<file path="config.mk">
export PLATFORM = sky130hd
export DESIGN_NAME = evt_hotplug_regs
export DESIGN_NICKNAME = d
export VERILOG_FILES = /design/src/rtl/evt_pkg.sv /design/src/rtl/gpe_regs.sv /design/src/rtl/cpu_presence.sv /design/src/rtl/slot_status.sv /design/src/rtl/eject_encoder.sv /design/src/rtl/evt_hotplug_regs.sv
export SDC_FILE = /design/constraint.sdc
export NUM_CORES = 1
export LEC_CHECK = 0
export ABC_CLOCK_PERIOD_IN_PS = 1950
export BUFFER_PORTS_ARGS = -buffer_cell sky130_fd_sc_hd__buf_2
export CAP_MARGIN = 10
export CORE_MARGIN = 2
export CORE_UTILIZATION = 24
export CTS_BUF_LIST = sky130_fd_sc_hd__clkbuf_16
export CTS_CLUSTER_SIZE = 12
export DETAILED_ROUTE_END_ITERATION = 10
export PLACE_DENSITY_LB_ADDON = 0.1
export RECOVER_POWER = 25
export SLEW_MARGIN = 25
export SYNTH_ARGS = -nofsm -noshare
export SYNTH_HDL_FRONTEND = slang
export SYNTH_HIERARCHICAL = 1
export SYNTH_SLANG_ARGS = --single-unit
</file>
<file path="constraint.sdc">
create_clock -name clk -period 1.95 [get_ports clk]
set_input_delay 0.0975 -clock clk [delete_from_list [all_inputs] [get_ports clk]]
set_output_delay 0.0975 -clock clk [all_outputs]
set_load 0.05 [all_outputs]
</file>
<file path="src/rtl/evt_pkg.sv">
// Package: address map and status bit positions shared by the register set.
// Assumes an 8-bit byte address space with the processor area 32 bytes long.
package evt_pkg;
    localparam logic [7:0] GPE_BASE  = 8'h00;
    localparam logic [7:0] CPU_BASE  = 8'h20;
    localparam logic [7:0] HP_UP     = 8'h40;
    localparam logic [7:0] HP_DOWN   = 8'h44;
    localparam logic [7:0] HP_EJECT  = 8'h48;
    localparam int         STS_SLOT_BIT = 1;
    localparam int         STS_CPU_BIT  = 2;

    // Byte lanes of the event register window, selected by address bits 1:0.
    typedef enum logic [1:0] {
        LANE_STS_LO = 2'd0,
        LANE_STS_HI = 2'd1,
        LANE_EN_LO  = 2'd2,
        LANE_EN_HI  = 2'd3
    } gpe_lane_e;
endpackage

</file>
<file path="src/rtl/gpe_regs.sv">
// Event status and enable registers, written one byte lane at a time.
// Status clears where written bits are 1; set requests win over clears.
// Assumes at most one host write per cycle.
module gpe_regs (
    input  logic        clk,
    input  logic        rst_n,
    input  logic        wr_en,
    input  logic [1:0]  wr_lane,
    input  logic [7:0]  wr_byte,
    input  logic [15:0] set_bits,
    output logic [15:0] sts,
    output logic [15:0] en
);
    import evt_pkg::*;

    logic [15:0] clr_mask;
    logic [15:0] en_next;

    // Build the clear mask for the addressed status lane.
    always_comb begin
        clr_mask = '0;
        if (wr_en && wr_lane == LANE_STS_LO) clr_mask[7:0]  = wr_byte;
        if (wr_en && wr_lane == LANE_STS_HI) clr_mask[15:8] = wr_byte;
    end

    // Replace only the addressed enable lane.
    always_comb begin
        en_next = en;
        if (wr_en && wr_lane == LANE_EN_LO) en_next[7:0]  = wr_byte;
        if (wr_en && wr_lane == LANE_EN_HI) en_next[15:8] = wr_byte;
    end

    // Register both words; new events override same-cycle clears.
    always_ff @(posedge clk) begin
        if (!rst_n) begin
            sts <= '0;
            en  <= '0;
        end else begin
            sts <= (sts & ~clr_mask) | set_bits;
            en  <= en_next;
        end
    end
endmodule

</file>
<file path="src/rtl/cpu_presence.sv">
// Processor presence bitmap, one bit per processor, changed only by events.
// Reset value marks processors 0..NUM_CPUS-1 present.
module cpu_presence #(
    parameter int NUM_CPUS  = 10,
    parameter int MAP_BYTES = 32,
    localparam int MAP_BITS = MAP_BYTES * 8,
    localparam int ID_W     = $clog2(MAP_BITS)
) (
    input  logic                clk,
    input  logic                rst_n,
    input  logic                evt_valid,
    input  logic                evt_add,
    input  logic [ID_W-1:0]     evt_id,
    output logic [MAP_BITS-1:0] cpu_map
);
    // Compute the reset pattern: whole groups of 8 give 0xFF, the rest a low mask.
    function automatic logic [MAP_BITS-1:0] reset_map();
        logic [MAP_BITS-1:0] v;
        for (int b = 0; b < MAP_BITS; b++) v[b] = (b < NUM_CPUS);
        return v;
    endfunction

    localparam logic [MAP_BITS-1:0] RESET_MAP = reset_map();

    // Set or clear the addressed processor bit on an event.
    always_ff @(posedge clk) begin
        if (!rst_n)         cpu_map <= RESET_MAP;
        else if (evt_valid) cpu_map[evt_id] <= evt_add;
    end
endmodule

</file>
<file path="src/rtl/slot_status.sv">
// Slot up/down bitmaps; each slot event wipes both and records one bit.
module slot_status #(
    parameter int NUM_SLOTS = 32,
    localparam int SLOT_W   = $clog2(NUM_SLOTS)
) (
    input  logic                 clk,
    input  logic                 rst_n,
    input  logic                 evt_valid,
    input  logic                 evt_insert,
    input  logic [SLOT_W-1:0]    evt_id,
    output logic [NUM_SLOTS-1:0] slot_up,
    output logic [NUM_SLOTS-1:0] slot_down
);
    logic [NUM_SLOTS-1:0] one_hot;

    // Decode the slot number to a single bit.
    always_comb begin
        one_hot = '0;
        one_hot[evt_id] = 1'b1;
    end

    // Clear both maps, then record the latest event in one of them.
    always_ff @(posedge clk) begin
        if (!rst_n) begin
            slot_up   <= '0;
            slot_down <= '0;
        end else if (evt_valid) begin
            slot_up   <= evt_insert ? one_hot : '0;
            slot_down <= evt_insert ? '0 : one_hot;
        end
    end
endmodule

</file>
<file path="src/rtl/eject_encoder.sv">
// Turns an eject write into a one-cycle strobe with the lowest set bit's index.
// A zero word produces no strobe.
module eject_encoder #(
    parameter int NUM_SLOTS = 32,
    localparam int SLOT_W   = $clog2(NUM_SLOTS)
) (
    input  logic                 clk,
    input  logic                 rst_n,
    input  logic                 wr_en,
    input  logic [NUM_SLOTS-1:0] wr_data,
    output logic                 strobe,
    output logic [SLOT_W-1:0]    slot
);
    logic [SLOT_W-1:0] low_idx;

    // Priority encode from the top so the lowest set bit is taken last.
    always_comb begin
        low_idx = '0;
        for (int i = NUM_SLOTS - 1; i >= 0; i--) begin
            if (wr_data[i]) low_idx = SLOT_W'(i);
        end
    end

    // Register the strobe and slot number.
    always_ff @(posedge clk) begin
        if (!rst_n) begin
            strobe <= 1'b0;
            slot   <= '0;
        end else begin
            strobe <= wr_en && (wr_data != '0);
            if (wr_en && (wr_data != '0)) slot <= low_idx;
        end
    end
endmodule

</file>
<file path="src/rtl/evt_hotplug_regs.sv">
// Top of the event/hotplug register set: address decode, read mux and
// interrupt pulse. Assumes one host access per cycle and reads that are
// combinational on bus_addr.
module evt_hotplug_regs #(
    parameter int NUM_CPUS  = 10,
    parameter int MAP_BYTES = 32,
    parameter int NUM_SLOTS = 32,
    localparam int CPU_ID_W = $clog2(MAP_BYTES * 8),
    localparam int SLOT_W   = $clog2(NUM_SLOTS)
) (
    input  logic                 clk,
    input  logic                 rst_n,
    input  logic                 bus_wr,
    input  logic [7:0]           bus_addr,
    input  logic [NUM_SLOTS-1:0] bus_wdata,
    output logic [NUM_SLOTS-1:0] bus_rdata,
    input  logic                 cpu_evt_valid,
    input  logic                 cpu_evt_add,
    input  logic [CPU_ID_W-1:0]  cpu_evt_id,
    input  logic                 slot_evt_valid,
    input  logic                 slot_evt_insert,
    input  logic [SLOT_W-1:0]    slot_evt_id,
    output logic                 sci_pulse,
    output logic                 eject_strobe,
    output logic [SLOT_W-1:0]    eject_slot
);
    import evt_pkg::*;

    localparam int         MAP_BITS  = MAP_BYTES * 8;
    localparam int         MAP_IDX_W = $clog2(MAP_BYTES);
    localparam logic [7:0] CPU_END   = 8'(CPU_BASE + MAP_BYTES);

    logic                  hit_gpe;
    logic                  hit_cpu;
    logic [15:0]           gpe_sts;
    logic [15:0]           gpe_en;
    logic [15:0]           sts_set;
    logic [MAP_BITS-1:0]   cpu_map;
    logic [NUM_SLOTS-1:0]  slot_up;
    logic [NUM_SLOTS-1:0]  slot_down;
    logic [MAP_IDX_W-1:0]  cpu_byte_idx;

    // Region decode for the byte-wide areas.
    always_comb begin
        hit_gpe      = (bus_addr[7:2] == GPE_BASE[7:2]);
        hit_cpu      = (bus_addr >= CPU_BASE) && (bus_addr < CPU_END);
        cpu_byte_idx = MAP_IDX_W'(bus_addr - CPU_BASE);
    end

    // Status bits raised by incoming events.
    always_comb begin
        sts_set = '0;
        sts_set[STS_CPU_BIT]  = cpu_evt_valid;
        sts_set[STS_SLOT_BIT] = slot_evt_valid;
    end

    gpe_regs u_gpe (
        .clk      (clk),
        .rst_n    (rst_n),
        .wr_en    (bus_wr && hit_gpe),
        .wr_lane  (bus_addr[1:0]),
        .wr_byte  (bus_wdata[7:0]),
        .set_bits (sts_set),
        .sts      (gpe_sts),
        .en       (gpe_en)
    );

    cpu_presence #(.NUM_CPUS(NUM_CPUS), .MAP_BYTES(MAP_BYTES)) u_cpu (
        .clk       (clk),
        .rst_n     (rst_n),
        .evt_valid (cpu_evt_valid),
        .evt_add   (cpu_evt_add),
        .evt_id    (cpu_evt_id),
        .cpu_map   (cpu_map)
    );

    slot_status #(.NUM_SLOTS(NUM_SLOTS)) u_slot (
        .clk        (clk),
        .rst_n      (rst_n),
        .evt_valid  (slot_evt_valid),
        .evt_insert (slot_evt_insert),
        .evt_id     (slot_evt_id),
        .slot_up    (slot_up),
        .slot_down  (slot_down)
    );

    eject_encoder #(.NUM_SLOTS(NUM_SLOTS)) u_eject (
        .clk     (clk),
        .rst_n   (rst_n),
        .wr_en   (bus_wr && bus_addr == HP_EJECT),
        .wr_data (bus_wdata),
        .strobe  (eject_strobe),
        .slot    (eject_slot)
    );

    // Read mux: byte areas zero-extended, hotplug words full width, rest zero.
    always_comb begin
        bus_rdata = '0;
        if (hit_gpe) begin
            case (bus_addr[1:0])
                LANE_STS_LO: bus_rdata[7:0] = gpe_sts[7:0];
                LANE_STS_HI: bus_rdata[7:0] = gpe_sts[15:8];
                LANE_EN_LO:  bus_rdata[7:0] = gpe_en[7:0];
                default:     bus_rdata[7:0] = gpe_en[15:8];
            endcase
        end else if (hit_cpu) begin
            bus_rdata[7:0] = cpu_map[{cpu_byte_idx, 3'b000} +: 8];
        end else if (bus_addr == HP_UP) begin
            bus_rdata = slot_up;
        end else if (bus_addr == HP_DOWN) begin
            bus_rdata = slot_down;
        end
    end

    // One-cycle interrupt qualified by the enable in force at the event.
    always_ff @(posedge clk) begin
        if (!rst_n) sci_pulse <= 1'b0;
        else        sci_pulse <= (cpu_evt_valid  && gpe_en[STS_CPU_BIT]) ||
                                 (slot_evt_valid && gpe_en[STS_SLOT_BIT]);
    end
endmodule

</file>
== After elaboration in Yosys (flattened, before gate mapping) ==
Cells that the tools add are included.

* Bits in registers: 359
* Output and inout port bits: 39

* $add $sub $neg: 1
* $lt $le $gt $ge: 6
* Equality and inequality tests: 6
* Shifts and indexed selects: 1
* Multiplexer cells: 48
* Bitwise logic cells: 3
* Reduce and logical (&&, ||, !) cells: 16

{| class="wikitable"
|+ Operators with widths
! cell !! count
|-
| $bwmux 256 || 1
|-
| $shiftx 256x9->8 || 1
|-
| $mux 5 || 32
|-
| $mux 32 || 4
|-
| $mux 24 || 2
|-
| $mux 8 || 4
|-
| $reduce_bool 32->1 || 1
|-
| $eq 8x7->1 const B || 3
|-
| $pmux 8 s3 || 1
|-
| $and 16x16->16 || 1
|-
| $not 16->16 || 1
|-
| $or 16x3->16 || 1
|-
| $logic_and 1x1->1 || 12
|-
| $lt 8x9->1 const B || 1
|-
| $demux 1 s8 || 1
|-
| $ge 8x1->1 const B || 1
|-
| $ge 8x6->1 const B || 1
|-
| $lt 8x7->1 const B || 1
|-
| $logic_not 6->1 || 1
|-
| $lt 5x6->1 const B || 1
|-
| $demux 1 s5 || 1
|-
| $ge 5x1->1 const B || 1
|-
| $sub 5x1->5 const B || 1
|-
| $eq 2x2->1 const B || 2
|-
| other kinds (4) || 5
|}

== Logic depth before layout (Yosys ltp) ==
* Depth after elaboration: 32
* Mapped depth: 8

== Cells and area by module ==
The synthesis kept the hierarchy.

{| class="wikitable"
|+ By module, submodules not included
! module !! times used !! cells each !! area each (µm²)
|-
| cpu_presence || 1 || 1,108 || 11,059.4
|-
| evt_hotplug_regs || 1 || 244 || 2,915.3
|-
| slot_status || 1 || 166 || 2,198.4
|-
| gpe_regs || 1 || 130 || 1,213.7
|-
| eject_encoder || 1 || 83 || 570.5
|}

== Worst setup path before layout ==
OpenSTA, ideal clock, no wires.

* Kind: input-to-output
* From: input bus_addr[0]
* To: output bus_rdata[6]
* Arrival time: 2.330 ns
* Slack: -0.477 ns
* Cell stages on the path: 7
* Path buffers: 3
* Cell sequence: buf_6 > buf_12 > or3b_1 > buf_6 > o221ai_2 > a211oi_1 > o31ai_1

* Cells in the longest elaborated chain, start to end: 5
* Elaborated cells between the ends (all ways): 15
* Classes of those cells: add/sub (1); order compare (2); eq/ne (4); shift (1); mux (5); reduce/logical (2)

{| class="wikitable"
|+ RTL lines
! element !! line !! RTL
|-
| start: declaration || evt_hotplug_regs.sv:14 || <nowiki>input logic [7:0] bus_addr,</nowiki>
|-
| parallel branches: the longest is 4 deep, another holds $sub 5x1->5 || -- ||
|-
| $mux 8 * || evt_hotplug_regs.sv:99 || <nowiki>if (hit_gpe) begin</nowiki>
|-
| end: declaration || evt_hotplug_regs.sv:16 || <nowiki>output logic [NUM_SLOTS-1:0] bus_rdata,</nowiki>
|}

Mark *: on every way between the ends.

== Worst setup path in the final report ==
* From: register u_gpe.en[14]
* To: output bus_rdata[6]

* Cells in the longest elaborated chain, start to end: 2

{| class="wikitable"
|+ RTL lines
! element !! line !! RTL
|-
| start: declaration || gpe_regs.sv:12 || <nowiki>output logic [15:0] en</nowiki>
|-
| start signal: assignment || gpe_regs.sv:40 || <nowiki>en <= en_next;</nowiki>
|-
| $pmux 8 s3 || evt_hotplug_regs.sv:100 || <nowiki>case (bus_addr[1:0])</nowiki>
|-
| $mux 8 || evt_hotplug_regs.sv:99 ||
|}

Every way passes these cells.

==> flow_summary_export.csv <==
group,metric,value,unit
outcome,status,"complete, but fails checks",
outcome,violations,"setup timing",
power,switching_power,4.58,mW
logic_synthesis,syn_inst,1731,
power,comb_power_share,0.095,
clock_tree,clock_latency,0.57,ns
critical_path,path_class,"reg -> out",
placement,placedInstanceArea,0.0203,sq mm
global_route,antenna_found_initial,0,
power,clkPwrFrac,0.476,
critical_path,worst-path-max-fanout,2,
floorplan,core,0.0742,sq mm
routing,viasPerCell,5.40,
clock_tree,cts-buffers-inserted,46,
floorplan,row_count,100,
clock_tree,clk_pin_slew,0.06,ns
logic_synthesis,synth_edf_count,0,
logic_synthesis,ys_ff_latch,359,
power,power.leakage,8.05,nW
power,intPower,12.7,mW
critical_path,start_kind,"flop",
routing,wl_per_cell,22.3,um
floorplan,die_y,278,um
logic_synthesis,synth-seq-area-share,0.400,
power,p_total,17.2,mW
sta,setup-violations-final,25,
critical_path,arrival,2.39,ns
logic_synthesis,yosys.area_share.simple,0.115,
routing,drt_first_pass_iters,5,
routing,vias,15400,
logic_synthesis,synthAdderAreaFrac,0,
global_route,grt_pass1_vias,15200,
final_layout,syn_to_final_growth,24.0,%
clock_tree,cts_max_path_buffers,3,
logic_synthesis,synth_compound_area_frac,0.252,
sta,hold_violations,0,
logic_synthesis,synth_warnings,6,
sta,relSlewSlack,0.439,
logic_synthesis,ys.flop_type,"dfxtp_1",
global_route,grt_pass1_wl,98.5,mm
final_layout,fin_area,0.0223,sq mm
clock_tree,cts_tree,"built",
final_layout,drive_gt1_frac,0.237,
logic_synthesis,synth_async_sr_flop_share,0,
logic_synthesis,muxShareOfSynthArea,0.153,
routing,drtIter0Drc,1028,
logic_synthesis,synth-xor-area-share,0,
sta,rsz0062_at_grt,"yes",
floorplan,die_x,278,um
routing,drt_drc_violations_left,0,
global_route,grt.overflow.total,0,
logic_synthesis,synth_area,0.0180,sq mm
logic_synthesis,yosysUniqueCellTypes,76,
final_layout,multi_input_area,0.00971,sq mm
final_layout,nFillCells,7627,
routing,wirelength,63.7,mm
sta,worst_pin_slew,0.842,ns
logic_synthesis,synth_area_per_cell,10.4,sq um
global_route,grt.total_usage,0.162,
floorplan,dieArea,0.0770,sq mm
power,power.density,774,mW/mm^2
floorplan,io_pins,99,
hold_path,min_path_type,"in -> reg",
placement,io_buffers,98,
power,netSwitchingFraction,0.266,
power,ir_worst_vdd,478,uV
critical_path,required,1.85,ns
sta,max_freq,403,MHz
sta,slew_violations,0,
critical_path,end_kind,"primary output",
power,p_seq_frac,0.429,
floorplan,start_util,0.242,
placement,globalplace.congestion,0.757,
global_route,grt_max_degree,113,
logic_synthesis,synth_top_family_by_area,"compound AO/OA/AOI/OAI gates",
sta,fin_skew,0.00466,ns
sta,finalWorstSetupSlack,-0.533,ns
flow_run,drv_cap,0,
clock_tree,cts-htree-levels,2,
clock_tree,cts.sinks,359,
routing,postRouteAntennaNets,0,
placement,dp_hpwl,40.9,mm
clock_tree,root_buffer,"clkbuf_16",
sta,min_period,2.48,ns
final_layout,seq_area,0.00720,sq mm
sta,fin_crit_sh,1.27,
final_layout,antennaDiodeCount,0,
final_layout,fin_nets,1911,
==> power groups by stage <==
stage                     Clock (mW)  Combinational, mW  Sequential, mW
after floorplan                    0              0.900            7.54
after global placement             0               1.59            7.55
after detailed placement           0               1.60            7.55
after CTS                       8.52               1.66            7.39
after global routing            8.85               1.76            7.39
final                           8.21               1.64            7.39
==> routing by layer <==
layer,global-route usage,wire [um],up-vias
li1,-,-,7267
met5,0,0,-
met1,0.226,30500,7722
met2,0.259,29100,363
met4,0.0420,1290,0
met3,0.0255,2860,71
==> registers in the layout (all words and copies together), names as in the netlist <==
name and cells:
u_cpu/cpu_map 256, u_slot/slot_down 32, u_slot/slot_up 32, u_gpe/en 16, u_gpe/sts 16, u_eject/slot 5
sci_pulse 1, u_eject/strobe 1
==> cells in the final DEF, fill, tap and decap left out, types with 48 or more instances in the layout <==
| cell type | count |
|---|---|
| clkbuf_16 | 48 |
| o311ai_0 | 142 |
| buf_4 | 147 |
| dfxtp_1 | 346 |
| buf_2 | 56 |
| nand2_1 | 116 |
| o41ai_1 | 163 |
| nand3_1 | 61 |
| a22o_1 | 97 |
| mux2i_1 | 147 |
==> stage by stage <==
stage	setup slack, ns	instances	TNS (ns)	utilization	hold slack, ns
2_1_floorplan	-0.213	1758	-0.710	-	0.198
3_3_place_gp	-0.414	2741	-6.32	0.274	0.397
3_5_place_dp	-0.417	2741	-6.84	0.274	0.403
4_1_cts	-0.588	2850	-3.77	0.299	0.00142
5_1_grt	-0.603	2856	-9.83	0.300	0.0731
6_report	-0.533	2856	-5.14	0.300	0.0371
==> path summary, 6_finish.rpt <==
path | start | end | slack [ns] | cells past startpoint
worst min-delay path | bus_wr | u_eject/slot[4]$_SDFFE_PN0P_ | 0.04 | 5
worst max-delay path | u_gpe/en[14]$_SDFFE_PN0P_ | bus_rdata[6] | -0.53 | 4
worst max register to register | u_gpe/sts[12]$_SDFF_PN0_ | u_gpe/sts[12]$_SDFF_PN0_ | 0.73 | 3
worst min register to register | u_gpe/en[3]$_SDFFE_PN0P_ | u_gpe/en[3]$_SDFFE_PN0P_ | 0.46 | 2
==> cells in the mapped netlist (9+ instances only) <==
| cell | count | area (sq um) |
|---|---|---|
| dfxtp_1 | 359 | 7190 |
| nor3_1 | 15 | 75.1 |
| a22o_1 | 99 | 867 |
| a211oi_1 | 18 | 135 |
| nor2_1 | 16 | 60.1 |
| inv_1 | 25 | 93.8 |
| o31ai_1 | 13 | 97.6 |
| nand3_1 | 62 | 310 |
| and4b_1 | 9 | 90.1 |
| mux4_1 | 9 | 236 |
| nor2b_1 | 22 | 138 |
| clkbuf_1 | 161 | 604 |
| nor4_1 | 37 | 231 |
| a31oi_1 | 18 | 113 |
| o311ai_0 | 142 | 1240 |
| mux4_2 | 46 | 1040 |
| o311ai_1 | 18 | 158 |
| o221ai_1 | 15 | 131 |
| mux2i_1 | 147 | 1470 |
| buf_2 | 44 | 220 |
| buf_6 | 29 | 327 |
| nand2_1 | 118 | 443 |
| o41ai_1 | 163 | 1430 |
| o21ai_0 | 21 | 105 |
==> layout make-up <==
class,instances,area share
well taps,969,0.0544
multi-input cells,1120,0.436
repair buffers,299,0.118
flip-flops and latches,359,0.323
inverters,25,0.00421
clock inverters,37,0.0112
clock buffers,47,0.0528
==> logic make-up after synthesis <==
logic type	Yosys count
buffers and inverters	279
multiplexers	203
other	1
AND/OR/NAND/NOR	354
flip-flops	359
AO/OA/AOI/OAI	535
==> repair_timing <==
action,CTS,global route
resized for setup,50,50
cloned,0,1
setup endpoints to repair,29,40
hold endpoints to repair,45,0
buffers inserted,1,5
pin swaps,24,5
hold buffers,24,0
==> worst max-delay path, stage by stage (launching register included) <==
cell and delay (ns):
dfxtp_1 0.30, mux4_2 0.51, a222oi_1 0.53, o31ai_2 0.25
buf_6 0.22
No activity file was read; power rests on OpenSTA's default activity.
